## config.mk

```make
export PLATFORM = sky130hd
export DESIGN_NAME = uartRxCore
export DESIGN_NICKNAME = d
export VERILOG_FILES = /design/src/rtl/uartRxPkg.sv /design/src/rtl/rxFifo.sv /design/src/rtl/rxCtrl.sv /design/src/rtl/rxDatapath.sv /design/src/rtl/uartRxCore.sv
export SDC_FILE = /design/constraint.sdc
export NUM_CORES = 2
export LEC_CHECK = 0
export ABC_AREA = 1
export BUFFER_PORTS_ARGS = -buffer_cell sky130_fd_sc_hd__buf_2
export CORE_MARGIN = 2
export CORE_UTILIZATION = 30
export DETAILED_ROUTE_END_ITERATION = 12
export GPL_ROUTABILITY_DRIVEN = 0
export SYNTH_ARGS = -nofsm -noshare
export SYNTH_HDL_FRONTEND = slang
export SYNTH_SLANG_ARGS = --single-unit
export TNS_END_PERCENT = 20
```

## constraint.sdc

```tcl
create_clock -name clk -period 7.7 [get_ports clk]
set_input_delay 1.155 -clock clk [delete_from_list [all_inputs] [get_ports clk]]
set_output_delay 1.155 -clock clk [all_outputs]
set_load 0.03 [all_outputs]
```

## src/rtl/uartRxPkg.sv

```systemverilog
package uartRxPkg;

  typedef enum logic [2:0] {
    ST_IDLE,
    ST_START,
    ST_DATA,
    ST_PARITY,
    ST_STOP
  } rxState_e;

  // Order matters: the host sees {overrun, noise, framing, parity}
  typedef struct packed {
    logic overrun;
    logic noise;
    logic frameErr;
    logic parityErr;
  } rxStatus_t;

  typedef struct packed {
    logic sampleA;       // first of the three centre samples
    logic sampleB;       // centre sample
    logic decideStart;   // third sample tick of the start bit
    logic decideData;    // third sample tick of a data bit
    logic decideParity;  // third sample tick of the parity bit
    logic decideStop;    // third sample tick of the stop bit, word complete
    logic clearWord;     // frame begins
  } rxStrobe_t;

endpackage

```

## src/rtl/rxFifo.sv

```systemverilog
module rxFifo #(
  parameter int WIDTH = 12,
  parameter int DEPTH = 128
) (
  input  logic                         clk,
  input  logic                         rstN,
  input  logic                         wrEn,
  input  logic [WIDTH-1:0]             wrData,
  input  logic                         rdEn,
  output logic [WIDTH-1:0]             rdData,
  output logic                         full,
  output logic                         empty,
  output logic [$clog2(DEPTH+1)-1:0]   level
);
  localparam int ADDR_W  = (DEPTH > 1) ? $clog2(DEPTH) : 1;
  localparam int LEVEL_W = $clog2(DEPTH + 1);
  localparam bit POW2    = (DEPTH & (DEPTH - 1)) == 0;

  logic [WIDTH-1:0]  mem [DEPTH];
  logic [ADDR_W-1:0] wrPtr, rdPtr, wrNext, rdNext;
  logic [LEVEL_W-1:0] count;
  logic doWr, doRd;

  generate
    if (POW2) begin : gWrapNatural
      assign wrNext = wrPtr + 1'b1;
      assign rdNext = rdPtr + 1'b1;
    end else begin : gWrapCompare
      assign wrNext = (wrPtr == ADDR_W'(DEPTH - 1)) ? '0 : wrPtr + 1'b1;
      assign rdNext = (rdPtr == ADDR_W'(DEPTH - 1)) ? '0 : rdPtr + 1'b1;
    end
  endgenerate

  assign full   = (count == LEVEL_W'(DEPTH));
  assign empty  = (count == '0);
  assign level  = count;
  assign doWr   = wrEn && !full;
  assign doRd   = rdEn && !empty;
  assign rdData = mem[rdPtr];

  always_ff @(posedge clk) begin
    if (doWr) mem[wrPtr] <= wrData;
  end

  always_ff @(posedge clk or negedge rstN) begin
    if (!rstN) begin
      wrPtr <= '0;
      rdPtr <= '0;
      count <= '0;
    end else begin
      if (doWr) wrPtr <= wrNext;
      if (doRd) rdPtr <= rdNext;
      case ({doWr, doRd})
        2'b10:   count <= count + 1'b1;
        2'b01:   count <= count - 1'b1;
        default: count <= count;
      endcase
    end
  end

  AST_LEVEL_BOUND: assert property (@(posedge clk) disable iff (!rstN)
    count <= LEVEL_W'(DEPTH));
  AST_NO_OVERFLOW: assert property (@(posedge clk) disable iff (!rstN)
    wrEn |-> !full);
  AST_FULL_HOLDS: assert property (@(posedge clk) disable iff (!rstN)
    (full && !rdEn) |=> (level == LEVEL_W'(DEPTH)));

endmodule

```

## src/rtl/rxCtrl.sv

```systemverilog
module rxCtrl
  import uartRxPkg::*;
#(
  parameter int DATA_W     = 8,
  parameter int OVERSAMPLE = 16
) (
  input  logic       clk,
  input  logic       rstN,
  input  logic       sampleTick,
  input  logic       rxEnable,
  input  logic [1:0] rateMode,
  input  logic       parityEn,
  input  logic       lineNow,
  input  logic       prevLine,
  input  logic       voteBit,
  output rxStrobe_t  strb
);
  localparam int TICK_W = $clog2(OVERSAMPLE) + 1;
  localparam int BIT_W  = $clog2(DATA_W) + 1;

  rxState_e           state;
  logic [TICK_W-1:0]  tickCnt;
  logic [BIT_W-1:0]   bitCnt;
  logic [1:0]         effMode;
  logic [TICK_W-1:0]  ticksPerBit, midTick;
  logic atA, atB, atC, lastTick, startEdge, inFrame;

  always_comb begin
    effMode     = (rateMode == 2'd3) ? 2'd2 : rateMode;
    ticksPerBit = TICK_W'(OVERSAMPLE) >> effMode;
    midTick     = ticksPerBit >> 1;
    atA         = (tickCnt == midTick - 1'b1);
    atB         = (tickCnt == midTick);
    atC         = (tickCnt == midTick + 1'b1);
    lastTick    = (tickCnt == ticksPerBit - 1'b1);
    inFrame     = (state != ST_IDLE);
    startEdge   = sampleTick && (state == ST_IDLE) && rxEnable && prevLine && !lineNow;
  end

  always_comb begin
    strb              = '0;
    strb.sampleA      = sampleTick && inFrame && atA;
    strb.sampleB      = sampleTick && inFrame && atB;
    strb.decideStart  = sampleTick && (state == ST_START)  && atC;
    strb.decideData   = sampleTick && (state == ST_DATA)   && atC;
    strb.decideParity = sampleTick && (state == ST_PARITY) && atC;
    strb.decideStop   = sampleTick && (state == ST_STOP)   && atC;
    strb.clearWord    = startEdge;
  end

  always_ff @(posedge clk or negedge rstN) begin
    if (!rstN) begin
      state   <= ST_IDLE;
      tickCnt <= '0;
      bitCnt  <= '0;
    end else if (startEdge) begin
      state   <= ST_START;
      tickCnt <= TICK_W'(1);
      bitCnt  <= '0;
    end else if (sampleTick) begin
      case (state)
        ST_START: begin
          if (atC && voteBit) begin
            state   <= ST_IDLE;
            tickCnt <= '0;
          end else if (lastTick) begin
            state   <= ST_DATA;
            tickCnt <= '0;
          end else begin
            tickCnt <= tickCnt + 1'b1;
          end
        end
        ST_DATA: begin
          if (lastTick) begin
            tickCnt <= '0;
            if (bitCnt == BIT_W'(DATA_W - 1)) begin
              state <= parityEn ? ST_PARITY : ST_STOP;
            end else begin
              bitCnt <= bitCnt + 1'b1;
            end
          end else begin
            tickCnt <= tickCnt + 1'b1;
          end
        end
        ST_PARITY: begin
          if (lastTick) begin
            state   <= ST_STOP;
            tickCnt <= '0;
          end else begin
            tickCnt <= tickCnt + 1'b1;
          end
        end
        ST_STOP: begin
          if (atC) begin
            state   <= ST_IDLE;
            tickCnt <= '0;
          end else begin
            tickCnt <= tickCnt + 1'b1;
          end
        end
        default: begin
          state   <= ST_IDLE;
          tickCnt <= '0;
        end
      endcase
    end
  end

  AST_DISABLED_IDLE: assert property (@(posedge clk) disable iff (!rstN)
    (state == ST_IDLE && !rxEnable) |=> (state == ST_IDLE));
  AST_TICK_GATED: assert property (@(posedge clk) disable iff (!rstN)
    !sampleTick |=> ($stable(state) && $stable(tickCnt)));
  AST_TICK_RANGE: assert property (@(posedge clk) disable iff (!rstN)
    tickCnt < ticksPerBit);
  AST_START_FROM_IDLE: assert property (@(posedge clk) disable iff (!rstN)
    (state == ST_START && $past(state) != ST_START) |-> ($past(state) == ST_IDLE));

endmodule

```

## src/rtl/rxDatapath.sv

```systemverilog
module rxDatapath
  import uartRxPkg::*;
#(
  parameter int DATA_W = 8,
  parameter int DEPTH  = 128
) (
  input  logic                        clk,
  input  logic                        rstN,
  input  logic                        rxIn,
  input  logic                        rxInvert,
  input  logic                        sampleTick,
  input  logic [1:0]                  rateMode,
  input  logic                        parityOdd,
  input  rxStrobe_t                   strb,
  input  logic                        rdEn,
  output logic                        lineNow,
  output logic                        prevLine,
  output logic                        voteBit,
  output logic [DATA_W-1:0]           rdData,
  output rxStatus_t                   lineStatus,
  output logic [$clog2(DEPTH+1)-1:0]  rxLevel,
  output logic                        rxEmpty
);
  localparam int STAT_W  = $bits(rxStatus_t);
  localparam int ENTRY_W = DATA_W + STAT_W;

  logic              syncA;
  logic              sA, sB;
  logic              fullRate, bitNoisy;
  logic [DATA_W-1:0] shiftReg;
  logic              noiseAcc, parityErr, overrunPend;
  logic              fifoFull, pushOk, popOk;
  rxStatus_t         pushStatus, popStatus;
  logic [ENTRY_W-1:0] fifoIn, fifoOut;

  // Two-stage synchronizer; polarity fixed before anything looks at the line
  always_ff @(posedge clk or negedge rstN) begin
    if (!rstN) begin
      syncA    <= 1'b1;
      lineNow  <= 1'b1;
      prevLine <= 1'b1;
    end else begin
      syncA   <= rxIn ^ rxInvert;
      lineNow <= syncA;
      if (sampleTick) prevLine <= lineNow;
    end
  end

  always_ff @(posedge clk or negedge rstN) begin
    if (!rstN) begin
      sA <= 1'b1;
      sB <= 1'b1;
    end else begin
      if (strb.sampleA) sA <= lineNow;
      if (strb.sampleB) sB <= lineNow;
    end
  end

  always_comb begin
    fullRate = (rateMode == 2'd0);
    voteBit  = fullRate ? ((sA & sB) | (sA & lineNow) | (sB & lineNow)) : sB;
    bitNoisy = fullRate && !((sA == sB) && (sB == lineNow));
  end

  always_ff @(posedge clk or negedge rstN) begin
    if (!rstN) begin
      shiftReg  <= '0;
      noiseAcc  <= 1'b0;
      parityErr <= 1'b0;
    end else if (strb.clearWord) begin
      shiftReg  <= '0;
      noiseAcc  <= 1'b0;
      parityErr <= 1'b0;
    end else begin
      if (strb.decideData) shiftReg <= {voteBit, shiftReg[DATA_W-1:1]};
      if ((strb.decideStart || strb.decideData || strb.decideParity) && bitNoisy)
        noiseAcc <= 1'b1;
      if (strb.decideParity) parityErr <= (voteBit != ((^shiftReg) ^ parityOdd));
    end
  end

  always_comb begin
    pushStatus.overrun   = overrunPend;
    pushStatus.noise     = noiseAcc || bitNoisy;
    pushStatus.frameErr  = !voteBit;
    pushStatus.parityErr = parityErr;
    pushOk = strb.decideStop && !fifoFull;
    popOk  = rdEn && !rxEmpty;
    fifoIn = {shiftReg, pushStatus};
  end

  always_ff @(posedge clk or negedge rstN) begin
    if (!rstN) overrunPend <= 1'b0;
    else if (strb.decideStop) overrunPend <= fifoFull;
  end

  rxFifo #(.WIDTH(ENTRY_W), .DEPTH(DEPTH)) uFifo (
    .clk   (clk),
    .rstN  (rstN),
    .wrEn  (pushOk),
    .wrData(fifoIn),
    .rdEn  (popOk),
    .rdData(fifoOut),
    .full  (fifoFull),
    .empty (rxEmpty),
    .level (rxLevel)
  );

  assign popStatus = rxStatus_t'(fifoOut[STAT_W-1:0]);

  always_ff @(posedge clk or negedge rstN) begin
    if (!rstN) begin
      rdData     <= '0;
      lineStatus <= '0;
    end else if (popOk) begin
      rdData     <= fifoOut[ENTRY_W-1:STAT_W];
      lineStatus <= popStatus;
    end
  end

  AST_EMPTY_READ: assert property (@(posedge clk) disable iff (!rstN)
    (rdEn && rxEmpty) |=> ($stable(rdData) && $stable(lineStatus)));
  AST_NOISE_FULL_RATE: assert property (@(posedge clk) disable iff (!rstN)
    (strb.decideStop && !fullRate) |-> !pushStatus.noise);
  AST_DROP_KEEPS_LEVEL: assert property (@(posedge clk) disable iff (!rstN)
    (strb.decideStop && fifoFull && !rdEn) |=> $stable(rxLevel));

endmodule

```

## src/rtl/uartRxCore.sv

```systemverilog
module uartRxCore
  import uartRxPkg::*;
#(
  parameter int DATA_W     = 8,
  parameter int DEPTH      = 128,
  parameter int OVERSAMPLE = 16
) (
  input  logic                        clk,
  input  logic                        rstN,
  input  logic                        sampleTick,
  input  logic                        rxIn,
  input  logic                        rxEnable,
  input  logic                        rxInvert,
  input  logic [1:0]                  rateMode,
  input  logic                        parityEn,
  input  logic                        parityOdd,
  input  logic                        rdEn,
  output logic [DATA_W-1:0]           rdData,
  output logic [3:0]                  lineStatus,
  output logic [$clog2(DEPTH+1)-1:0]  rxLevel,
  output logic                        rxEmpty
);
  rxStrobe_t strb;
  rxStatus_t statusWord;
  logic lineNow, prevLine, voteBit;

  rxCtrl #(.DATA_W(DATA_W), .OVERSAMPLE(OVERSAMPLE)) uCtrl (
    .clk       (clk),
    .rstN      (rstN),
    .sampleTick(sampleTick),
    .rxEnable  (rxEnable),
    .rateMode  (rateMode),
    .parityEn  (parityEn),
    .lineNow   (lineNow),
    .prevLine  (prevLine),
    .voteBit   (voteBit),
    .strb      (strb)
  );

  rxDatapath #(.DATA_W(DATA_W), .DEPTH(DEPTH)) uData (
    .clk       (clk),
    .rstN      (rstN),
    .rxIn      (rxIn),
    .rxInvert  (rxInvert),
    .sampleTick(sampleTick),
    .rateMode  (rateMode),
    .parityOdd (parityOdd),
    .strb      (strb),
    .rdEn      (rdEn),
    .lineNow   (lineNow),
    .prevLine  (prevLine),
    .voteBit   (voteBit),
    .rdData    (rdData),
    .lineStatus(statusWord),
    .rxLevel   (rxLevel),
    .rxEmpty   (rxEmpty)
  );

  assign lineStatus = statusWord;

endmodule

```

==> run summary <==
Syn Inst Count = 6269
post-synthesis mux area share = 0
total CTS buffers = 165
crit share post-route = 0.5870
Max FO, Critical Path = 17
CP endpoint kind = flip-flop
Cell Rows = 173
Tmin final = 4520 ps
Rel. slew slack = 0.07278
pwr dens = 377.2 nW/µm²
Worst-Skew Late Latency = 820 ps
xor/xnor share of the synthesized area = 0.003771
Worst Skew = 62.75 ps
post-synthesis simple-gate area fraction = 0.2009
Reg clk slew, reported paths = 70 ps
Hold Crit Depth = 0
CTS tree = yes
distinct cell type count of the synthesized netlist = 37
number of vias per cell = 4.895
Layout Area Growth over Synthesis = 12.21%
Post-layout nets = 6215
wirelength, routed = 194900 µm
pin count of the biggest net entering global routing = 217
Critical Path Start = uData.uFifo.level[0]$_DFFE_PN0P_
FF-to-FF Start = uData.uFifo.level[0]$_DFFE_PN0P_
number of synthesized register bits = 1598
first-pass GRT wire length = 285400 µm
drt drc = 0
core area = 222700 µm²
startpoint class of the critical path = flip-flop
vias in the first global route = 44020
IO Port Bufs = 31
Final Hold Viols = 0
leakage power = 28.83 nW
top post-synthesis cells by area = edfxtp_1 (68%), nand2_1 (11%), nand3_1 (4.8%), nor2_1 (3.9%), inv_1 (2.9%)
Peak VDD IR = 0.3964 mV
Worst-Margin Slew = 1386 ps
post-CTS setup buffer count = 0
fmax = 221.3 MHz
fin cells = 9302
Post-Synth Adder-Cell Area = 0.002712
Hold Path Class = flip-flop to flip-flop
TritonRoute pass-1 iters = 6
commonest cells after routing, fill and taps aside = nand2_1 (1938), edfxtp_1 (1536), nor2_1 (697)
total track usage = 0.1661
max_cap viols = 0
Final TNS setup = 0 ps
post-synthesis sequential area ratio = 0.7080
cts hold-fix bufs = 0
Net Count, Synth = 6294
DRT antenna net count = 0
worst r2r path cells = 14
synthesized area per cell = 10.74 µm²
crit path DAT = 5180 ps
Die X-Extent = 477.8 µm
critical path required time = 8360 ps
leading area contributor after synthesis = edfxtp_1
Post-Place Cells = 8998
layout cell share with drive strength beyond 1 = 0.05661
detailed placement HPWL = 113300 µm
fin. max-slew vios = 0
CP Class = flip-flop to flip-flop
GRT overflow = 0
FF-to-FF setup slack = 3180 ps
post-CTS sizing = 0
routed vias = 45530
Synth top area share = 0.6849
CTS max path bufs = 3
CTS root buf = clkbuf_16
1st-iter DRT viols = 5843
Compound-Gate Fraction of Synth Area = 0.03439
initial antenna violation count = 4
Clock H-tree levels = 4
Hold Crit Endpoint = uData.lineNow$_DFF_PN1_
hold_sp = uData.syncA$_DFF_PN1_
Die Area = 228300 µm²
commonest non-fill, non-tap cell in the layout = nand2_1
starting density of the core = 0.3024
die height = 477.8 µm
status = finished, final reports clean
unrepaired setup endpoints after global routing = false
RR Endpoint = uData.uFifo.level[7]$_DFFE_PN0P_
largest family of logic cells by synthesized area = simple AND/OR/NAND/NOR gates
post-synthesis cell area = 67350 µm²
Ys Warns = 0
I/O Pins = 32
Setup violations, final = 0
post-DR wirelength/cell = 20.95 µm
# clock sinks = 1598
-- cell families (layout without fill, tap and decap cells) --
family	count (synthesis)	in the layout
simple gates	3335	3335
flops	1598	1598
buf+inv	857	912
compound gates	436	436
xor+xnor	29	29
fa+ha+maj	14	14
other cells	0	3
-- per-layer routing --
| layer | share of wire | track usage | vias up | wire (µm) |
|---|---|---|---|---|
| li1 | - | - | 20790 | - |
| met5 | 0.00014 | 0 | - | 28 |
| met4 | 0.037 | 0.06324 | 4 | 7171 |
| met1 | 0.42 | 0.2284 | 22370 | 82180 |
| met3 | 0.092 | 0.03405 | 380 | 17980 |
| met2 | 0.45 | 0.2574 | 1984 | 87550 |
-- critical path: stages, from the launching register on --
cell and delay (ps):
dfrtp_1 430, nor4_1 400, nand3_1 450, nand2_1 670, inv_1 600, ha_1 520
ha_1 390, a21oi_1 140, nand2_1 110, nand4_1 90, o211ai_1 130, a21oi_1 190
o21ai_0 120, nand2_1 80, nand2_1 50
-- report_power, final --
part | switching, W | total (W) | internal, W
Combinational | 0.00749 | 0.00976 | 0.00227
Clock | 0.00342 | 0.00771 | 0.00428
Sequential | 0.000583 | 0.0110 | 0.0105
Total | 0.0115 | 0.0285 | 0.0170
-- synthesized netlist by cell type (all sizes together) --
cell and instances:
a21oi 72, a22oi 1, a31oi 2, and3 16, buf 151, clkbuf 182, clkinv 3, dfrtp 57
dfstp 5, edfxtp 1536, fa 1, ha 13, inv 521, nand2 1942, nand3 650, nand4 11
nor2 703, nor3 8, nor4 2, o211ai 47, o21ai 306, o22ai 7, o31ai 1, or2 3
xnor2 8, xor2 21
-- state kept, by name (all words and copies together) (netlist names), 3 cells and up --
name,cells
uCtrl.tickCnt,5
uData.uFifo.level,8
uData.uFifo.mem,1536
uData.uFifo.wrPtr,7
uCtrl.bitCnt,4
uData.uFifo.rdPtr,7
uData.lineStatus,4
uData.rdData,8
uData.shiftReg,8
uCtrl.state,3
-- metrics by stage --
| stage | util | power [W] | area [µm²] | setup WS, ps | hold slack, ps |
|---|---|---|---|---|---|
| floorplan | - | 0.01688 | 67350 | 3927 | 345.2 |
| global placement | 0.3160 | 0.02076 | 70390 | 3120 | 346.3 |
| detailed placement | 0.3160 | 0.02082 | 70390 | 3043 | 347.9 |
| CTS | 0.3393 | 0.02847 | 75560 | 3254 | 356.6 |
| global route | 0.3393 | 0.02976 | 75570 | 2802 | 357.5 |
| finish | 0.3393 | 0.02851 | 75570 | 3180 | 356.5 |
-- how the worst max path moves through the flow --
stage | endpoint | cells after the start
after global placement | uData.uFifo.level[7]$_DFFE_PN0P_ | 14
after detailed placement | uData.uFifo.mem[61][9]$_DFFE_PP_ | 9
after global routing | uData.uFifo.level[7]$_DFFE_PN0P_ | 14
final | uData.uFifo.level[7]$_DFFE_PN0P_ | 14
after CTS | uData.uFifo.level[7]$_DFFE_PN0P_ | 14
after floorplan | uCtrl.tickCnt[2]$_DFFE_PN0N_ | 11
-- final cells by class --
cell class	instances	area (µm²)
multi-input cells	3814	16310
repair buffers	87	640.6
clock inverters	91	849.6
clock buffers	210	4329
fillers	22100	147200
flip-flops and latches	1598	47730
diodes	3	7.507
well taps	2975	3722
inverters	524	1984
Power figures use the tool's default switching activity.
